File: config.mk
export PLATFORM = sky130hd
export DESIGN_NAME = conv_sched
export DESIGN_NICKNAME = d
export VERILOG_FILES = /design/src/rtl/conv_sched_pkg.sv /design/src/rtl/conv_tick_timer.sv /design/src/rtl/conv_limit_cmp.sv /design/src/rtl/conv_sched.sv
export SDC_FILE = /design/constraint.sdc
export NUM_CORES = 1
export LEC_CHECK = 0
export BUFFER_PORTS_ARGS = -buffer_cell sky130_fd_sc_hd__buf_2
export CAP_MARGIN = 20
export CORE_MARGIN = 5
export CORE_UTILIZATION = 30
export CTS_BUF_LIST = sky130_fd_sc_hd__clkbuf_8
export CTS_CLUSTER_DIAMETER = 150
export DETAILED_ROUTE_END_ITERATION = 10
export PLACE_DENSITY_LB_ADDON = 0.3
export SYNTH_ARGS = -nofsm -noshare
export SYNTH_HDL_FRONTEND = slang
export SYNTH_SLANG_ARGS = --single-unit
File: constraint.sdc
create_clock -name clk -period 3.35 [get_ports clk]
set_input_delay 0.335 -clock clk [delete_from_list [all_inputs] [get_ports clk]]
set_output_delay 0.335 -clock clk [all_outputs]
set_load 0.02 [all_outputs]
File: src/rtl/conv_sched_pkg.sv
package conv_sched_pkg;

    localparam int unsigned RES_W   = 8;
    localparam int unsigned N_CHAN  = 2;
    localparam int unsigned N_LIM   = 2 * N_CHAN;

    typedef enum logic [2:0] {
        A_CTRL = 3'd0,
        A_RATE = 3'd1,
        A_LHI  = 3'd2,
        A_LLO  = 3'd3,
        A_RHI  = 3'd4,
        A_RLO  = 3'd5,
        A_STAT = 3'd6,
        A_TRIG = 3'd7
    } reg_addr_e;

endpackage

File: src/rtl/conv_tick_timer.sv
module conv_tick_timer #(
    parameter int unsigned TICK_CYC = 8,
    parameter int unsigned RATE_W   = 3
) (
    input  logic              clk,
    input  logic              rst_n,
    input  logic              run,
    input  logic              busy,
    input  logic [RATE_W-1:0] rate,
    output logic              fire
);
    localparam int unsigned MAX_SHIFT = (1 << RATE_W) - 1;
    localparam int unsigned CNT_W     = $clog2(TICK_CYC * (1 << MAX_SHIFT) + 1);

    logic [CNT_W-1:0] cnt_d, cnt_q;
    logic [CNT_W-1:0] period;

    always_comb begin
        period = CNT_W'(TICK_CYC) << (RATE_W'(MAX_SHIFT) - rate);
        fire   = 1'b0;
        cnt_d  = cnt_q;
        if (!run) begin
            cnt_d = '0;
        end else if (cnt_q == '0) begin
            if (!busy) begin
                fire  = 1'b1;
                cnt_d = period - 1'b1;
            end
        end else begin
            cnt_d = cnt_q - 1'b1;
        end
    end

    always_ff @(posedge clk or negedge rst_n) begin
        if (!rst_n) cnt_q <= '0;
        else        cnt_q <= cnt_d;
    end


    idle_no_fire_chk: assert property (@(posedge clk) disable iff (!rst_n)
        (!run) |-> !fire);

endmodule

File: src/rtl/conv_limit_cmp.sv
module conv_limit_cmp #(
    parameter int unsigned W = 8
) (
    input  logic [W-1:0] value,
    input  logic [W-1:0] hi,
    input  logic [W-1:0] lo,
    output logic         over,
    output logic         under
);
    always_comb begin
        over  = $signed(value) > $signed(hi);
        under = $signed(value) < $signed(lo);
    end
endmodule

File: src/rtl/conv_sched.sv
module conv_sched
    import conv_sched_pkg::*;
#(
    parameter int unsigned TICK_CYC = 8,
    parameter int unsigned RATE_W   = 3
) (
    input  logic         clk,
    input  logic         rst_n,
    input  logic         wr_en,
    input  logic [2:0]   wr_addr,
    input  logic [7:0]   wr_data,
    input  logic         rd_en,
    input  logic [2:0]   rd_addr,
    output logic [7:0]   rd_data,
    output logic         conv_req,
    input  logic         conv_done,
    input  logic [7:0]   local_temp,
    input  logic [7:0]   remote_temp,
    output logic [3:0]   status,
    output logic         alert_n
);
    localparam logic [RATE_W-1:0] MAX_CODE = '1;

    typedef struct packed {
        logic                         mask;
        logic                         stby;
        logic [RATE_W-1:0]            rate;
        logic [N_LIM-1:0][RES_W-1:0]  lim;
        logic [N_LIM-1:0]             stat;
        logic                         busy;
        logic                         req;
    } st_t;

    st_t s_d, s_q;

    logic                         fire;
    logic                         trig;
    logic [N_LIM-1:0]             hit;
    logic [N_CHAN-1:0][RES_W-1:0] val;

    assign val[0] = local_temp;
    assign val[1] = remote_temp;

    conv_tick_timer #(.TICK_CYC(TICK_CYC), .RATE_W(RATE_W)) u_timer (
        .clk   (clk),
        .rst_n (rst_n),
        .run   (!s_q.stby),
        .busy  (s_q.busy),
        .rate  (s_q.rate),
        .fire  (fire)
    );

    for (genvar c = 0; c < N_CHAN; c++) begin : g_chan
        conv_limit_cmp #(.W(RES_W)) u_cmp (
            .value (val[c]),
            .hi    (s_q.lim[2*c]),
            .lo    (s_q.lim[2*c+1]),
            .over  (hit[2*c]),
            .under (hit[2*c+1])
        );
    end

    always_comb begin
        s_d     = s_q;
        s_d.req = 1'b0;
        trig    = 1'b0;
        if (wr_en) begin
            case (wr_addr)
                A_CTRL: begin
                    s_d.mask = wr_data[7];
                    s_d.stby = wr_data[6];
                end
                A_RATE: s_d.rate = (wr_data > 8'(MAX_CODE)) ? MAX_CODE : wr_data[RATE_W-1:0];
                A_LHI:  s_d.lim[0] = wr_data;
                A_LLO:  s_d.lim[1] = wr_data;
                A_RHI:  s_d.lim[2] = wr_data;
                A_RLO:  s_d.lim[3] = wr_data;
                A_TRIG: trig = s_q.stby && !s_q.busy;
                default: ;
            endcase
        end
        if (rd_en && rd_addr == A_STAT) s_d.stat = '0;
        if (conv_done && s_q.busy) begin
            s_d.busy = 1'b0;
            s_d.stat = s_d.stat | hit;
        end
        if (fire || trig) begin
            s_d.req  = 1'b1;
            s_d.busy = 1'b1;
        end
    end

    always_ff @(posedge clk or negedge rst_n) begin
        if (!rst_n) begin
            s_q      <= '0;
            s_q.lim  <= {8'h80, 8'h7F, 8'h80, 8'h7F};
        end else begin
            s_q <= s_d;
        end
    end

    always_comb begin
        case (rd_addr)
            A_CTRL:  rd_data = {s_q.mask, s_q.stby, 6'b0};
            A_RATE:  rd_data = {{(8-RATE_W){1'b0}}, s_q.rate};
            A_LHI:   rd_data = s_q.lim[0];
            A_LLO:   rd_data = s_q.lim[1];
            A_RHI:   rd_data = s_q.lim[2];
            A_RLO:   rd_data = s_q.lim[3];
            A_STAT:  rd_data = {4'b0, s_q.stat};
            default: rd_data = 8'h00;
        endcase
    end

    assign conv_req = s_q.req;
    assign status   = s_q.stat;
    assign alert_n  = ~((|s_q.stat) & ~s_q.mask);


    req_pulse_chk: assert property (@(posedge clk) disable iff (!rst_n)
        conv_req |=> !conv_req);


    standby_quiet_chk: assert property (@(posedge clk) disable iff (!rst_n)
        (s_q.stby && !(wr_en && wr_addr == A_TRIG)) |=> !conv_req);


    local_high_chk: assert property (@(posedge clk) disable iff (!rst_n)
        (conv_done && s_q.busy && ($signed(local_temp) > $signed(s_q.lim[0]))) |=> status[0]);


    sticky_chk: assert property (@(posedge clk) disable iff (!rst_n)
        !(rd_en && rd_addr == A_STAT) |=> ((status & $past(status)) == $past(status)));


    rate_clamp_chk: assert property (@(posedge clk) disable iff (!rst_n)
        (wr_en && wr_addr == A_RATE && wr_data > 8'd7) |=> (s_q.rate == MAX_CODE));


    wake_chk: assert property (@(posedge clk) disable iff (!rst_n)
        (s_q.stby && !s_q.busy && wr_en && wr_addr == A_CTRL && !wr_data[6]) |=> ##1 conv_req);

endmodule

# Yosys cells after proc, flatten, opt, wreduce, memory -nomap -nowiden
# Index checks and enable logic that the tools add are counted.
[classes] add_sub_neg=3 order_cmp=5 n_eq_ne=13 n_shift=1 muxes=13 bitwise=4 n_reduce_logical=16
[ops] operator="one-hot mux 8 bit (7 select lines)" n=1
[ops] operator="two-way mux 11 bit" n=3
[ops] operator="subtractor 11 x 1 -> 11 bit (second input constant)" n=2
[ops] operator="== test 3 bit (second input constant)" n=6
[ops] operator="greater-than comparator 8 bit" n=2
[ops] operator="< comparator 8 bit" n=2
[ops] operator="== test 3 x 2 -> 1 bit (second input constant)" n=4
[ops] operator="AND reduction 2 bit" n=6
[ops] operator="zero test 11 bit" n=1
[ops] operator="left shift 4 x 3 -> 11 bit (first input constant)" n=1
[ops] operator="greater-than comparator 8 x 3 -> 1 bit (second input constant)" n=1
[ops] operator="== test 3 x 1 -> 1 bit (second input constant)" n=2
[ops] operator="zero test 3 bit" n=2
[ops] operator="two-way mux 1 bit" n=5
[ops] operator="two-way mux 5 bit" n=1
[ops] operator="two-way mux 4 bit" n=1
[ops] operator="bitwise OR 4 bit" n=1
[ops] operator="OR reduction 4 bit" n=1
[ops] operator="logical AND 1 bit" n=3
[ops] operator="two-way mux 3 bit" n=1
[ops] operator="inequality test 3 bit (second input constant)" n=1
[ops] operator="subtractor 3 bit (first input constant)" n=1
[ops] operator="two-way mux 2 bit" n=1
[ops] operator="inverter 1 bit" n=2
[ops] operator="other kinds (4)" n=4
[word_totals] ff_bits=54 inputBits=35 out_inout_bits=14

# Logic depth before layout (Yosys ltp)
[depth] depth_word=6 mapped_depth=7 ltp_nobuf=7

# By module
# Synthesis repeated with hierarchy kept, for this count alone.
[hier_totals] cells_unflattened=358 area_unflattened_um2=3639.7
[by_module_without_submodules] module="conv_sched" instances=1 cells_per_inst=163 area_per_inst_um2=2087.0
[by_module_without_submodules] module="conv_tick_timer" instances=1 cells_per_inst=83 area_per_inst_um2=777.0
[by_module_without_submodules] module="conv_limit_cmp" instances=2 cells_per_inst=56 area_per_inst_um2=387.9

# Least setup slack after synthesis
# Ideal clock, no wire load.
[synth_timing] kind="register -> register" startpoint="reg u_timer.cnt_q[0]" endpoint="reg u_timer.cnt_q[9]" arrival_time_ns=2.597 required_time_ns=3.272 path_slack_ns=0.675 stages_incl_launch_ff=8 n_path_buf=0 synth_period_minus_slack_ns=2.675 cell_sequence="dfrtp_1 inv_1 ha_1 or4b_4 or4_4 a2111o_1 or4_1 a21oi_1"
[synth_between] elab_chain_cells=3 elab_cells_between_ends=5
[synth_lines] item="from (decl)" line_no="conv_tick_timer.sv:15" source="logic [CNT_W-1:0] cnt_d, cnt_q;"
[synth_lines] item="from (signal assigned)" line_no="conv_tick_timer.sv:36" source="else cnt_q <= cnt_d;"
[synth_lines] item="subtractor 11 x 1 -> 11 bit or zero test 11 bit (tied branches)" line_no="conv_tick_timer.sv:30, conv_tick_timer.sv:24"
[synth_lines] item="two-way mux 11 bit" line_no="conv_tick_timer.sv:24" source="end else if (cnt_q == '0) begin"
[synth_lines] item="two-way mux 11 bit" line_no="conv_tick_timer.sv:22" source="if (!run) begin"
# Parallel ways exist; a longest one is shown, timed or not.
# A chain may end at the register's enable or synchronous reset.

# Worst setup path after layout
# Ends and elaborated chain as after synthesis.

==> flow_summary.json <==
{
  "outcome": "completed",
  "drive_gt1_share_pct": 22.8,
  "firstDrtPassIters": 5,
  "post_cts_buffers": 0,
  "maxCapViolCount": 0,
  "synth_area_sq_mm": 0.00355,
  "crit_arrival_ns": 3.09,
  "cts_max_level": 2,
  "gp_congestion": 0.885,
  "netlist_top_cells_count": "43 x inv_1, 38 x dfrtp_1, 34 x o21ai_0",
  "synth_area_leaders": "dfrtp_1 27%, dfstp_2 12%, ha_1 11%, o21ai_0 4.8%, mux2_2 4.8%",
  "postSynthCellCount": 389,
  "fp-row-count": 39,
  "synth_top_area_share_pct": 26.8,
  "p_per_area_mw_per_mm2": 633,
  "cts-resized-gates": 0,
  "synth_area_leader_cell": "dfrtp_1",
  "drtIter0Drc": 243,
  "synth_flop_cell": "dfrtp_1",
  "ys_ff_latch": 54,
  "n_antenna_cell": 0,
  "yosys_warnings": 0,
  "clk_path_buf_depth": 2,
  "grt_first_pass_wirelength_mm": 15.9,
  "skew_ns": 0.00896,
  "critPathKind": "reg -> reg",
  "drt_wl_total_mm": 9.77,
  "dpl.cell_count": 564,
  "antenna_found_initial": 0,
  "io_buffer_count": 48,
  "grt_max_degree": 29,
  "p_leak_nw": 1.85,
  "layout_min_cycle_time_ns": 2.84,
  "synth_most_common_cell": "inv_1",
  "initial_core_util_pct": 30.9,
  "hold_viol_final": 0,
  "startpoint_type": "register",
  "ys_seq_area_share_pct": 38.6,
  "grt_pass1_vias": 3008,
  "rsz0062_at_grt": "no",
  "dieArea_sq_mm": 0.0141,
  "grt_overflow": 0,
  "hp-class": "in -> async",
  "synthArstFlopShare_pct": 100,
  "cts_made_buffers": 5,
  "core_area_sq_mm": 0.0115,
  "holdWs_ns": 0.0507,
  "pin_count": 49,
  "irDropWorstVdd_mv": 0.237,
  "critPathCaptureType": "register",
  "timing.fmax_mhz": 352,
  "nNetsFinal": 495,
  "wl_per_cell_microns": 17.1,
  "power.total_mw": 2.56,
  "grt_usage_pct": 14.0,
  "cts.clk_slew.worst_paths_ns": 0.10,
  "worst_pin_slew_ns": 0.787,
  "route.detailed.drc": 0,
  "tns_ns": 0,
  "clock_sink_count": 54,
  "cp.required_ns": 3.60,
  "cts_tree": "built",
  "avgSynthCellArea_sq_um": 9.13,
  "root_buffer": "clkbuf_8",
  "ctsHoldBuffers": 0,
  "synth_edf_count": 0,
  "synth.distinct_cells": 57,
  "worstPathMaxFanout": 5,
  "finalSetupViolCount": 0,
  "hpwl_mm": 7.74,
  "area_growth_pct": 14.0,
  "drv_slew": 0,
  "finalNonFillerCells": 572,
  "dr_total_vias": 3067,
  "die_h_microns": 119,
  "die_w_microns": 119,
  "clock_latency_ns": 0.32,
  "syn-num-nets": 456,
  "viasPerCell": 5.36,
  "finalCritPeriodShare_pct": 84.9,
  "ant_nets": 0,
  "slew_headroom_pct": 46.8
}
## worst max-delay path, cell delays in order (launching register included)
cell	delay, ns
dfrtp_1	0.43
inv_1	0.10
ha_1	0.18
or4b_4	0.50
or4_4	0.54
a2111o_1	0.42
or4_1	0.48
a21oi_1	0.13
## kinds of logic after synthesis
logic type	count (synthesis)	share of synthesized area, %
fa+ha+maj	32	11.3
flops	54	38.6
buf+inv	62	7.18
mux	18	5.60
simple gates	108	16.2
compound gates	110	20.0
xor+xnor	5	1.23
## through the flow
step / setup WS, ns / cell area, sq um / utilization, %
after CTS: 0.485 / 4050 / 35.2
after floorplan: 0.675 / 3550 / -
after detailed placement: 0.515 / 3910 / 33.9
after global placement: 0.570 / 3910 / 33.9
final: 0.506 / 4050 / 35.2
after global routing: 0.350 / 4050 / 35.2
## sequential cells by signal, indices dropped and copies added (netlist names)
signal and flops:
conv_req 1, s_q 38, status 4, u_timer.cnt_q 11
## path summary, 6_finish.rpt
path	startpoint	depth (start not counted)	endpoint	slack, ns
worst max-delay path	u_timer.cnt_q[0]	7	u_timer.cnt_q[9]	0.51
worst min-delay path	rst_n	1	s_q[18]	0.05
worst max register to register	u_timer.cnt_q[0]	7	u_timer.cnt_q[9]	0.51
worst min register to register	s_q[28]	2	s_q[28]	0.53
max in group asynchronous	rst_n	2	s_q[22]	2.42
min in group clk	wr_data[1]	3	s_q[7]	0.26
## cells in the final DEF (no fill, tap or decap), types with 2 or more instances in the layout
master / n
or4b_2: 2
bufinv_16: 2
a31oi_1: 7
inv_1: 43
nor3b_1: 3
dfstp_2: 16
a221oi_1: 7
o211ai_1: 3
ha_1: 32
a22oi_1: 4
nand3_1: 5
o21ai_0: 34
clkbuf_8: 6
nand4b_1: 2
or4_1: 2
nor4b_1: 2
nand4_1: 3
a211oi_1: 7
o221ai_1: 2
and3_1: 2
nor2_1: 20
nand2b_1: 7
o31ai_1: 4
nor3_1: 8
buf_2: 48
nand2_1: 33
buf_4: 3
o31a_2: 2
a21oi_1: 24
nor2b_1: 4
mux2_2: 15
a41o_1: 2
a211o_1: 3
mux2i_1: 3
dfrtp_1: 38
xnor2_1: 4
nor4_1: 6
## layer usage
layer,track usage (%),wire [microns]
met1,21.3,4910
met2,20.7,4140
met3,1.90,497
met4,3.69,215
met5,0,0
## report_power, final
group | internal [mW] | switching (mW) | total [mW]
sequential | 0.848 | 0.186 | 1.03
combinational | 0.420 | 0.572 | 0.992
clock | 0.319 | 0.219 | 0.538
total | 1.59 | 0.977 | 2.56
## cell type report
cell class | count | area (sq um)
fillers | 1213 | 7470
multi-input cells | 273 | 1930
flip-flops and latches | 54 | 1370
repair buffers | 51 | 263
well taps | 143 | 179
inverters | 43 | 161
clock buffers | 6 | 82.6
clock inverters | 2 | 60.1
Note: power is estimated with default switching activity, not from simulation.
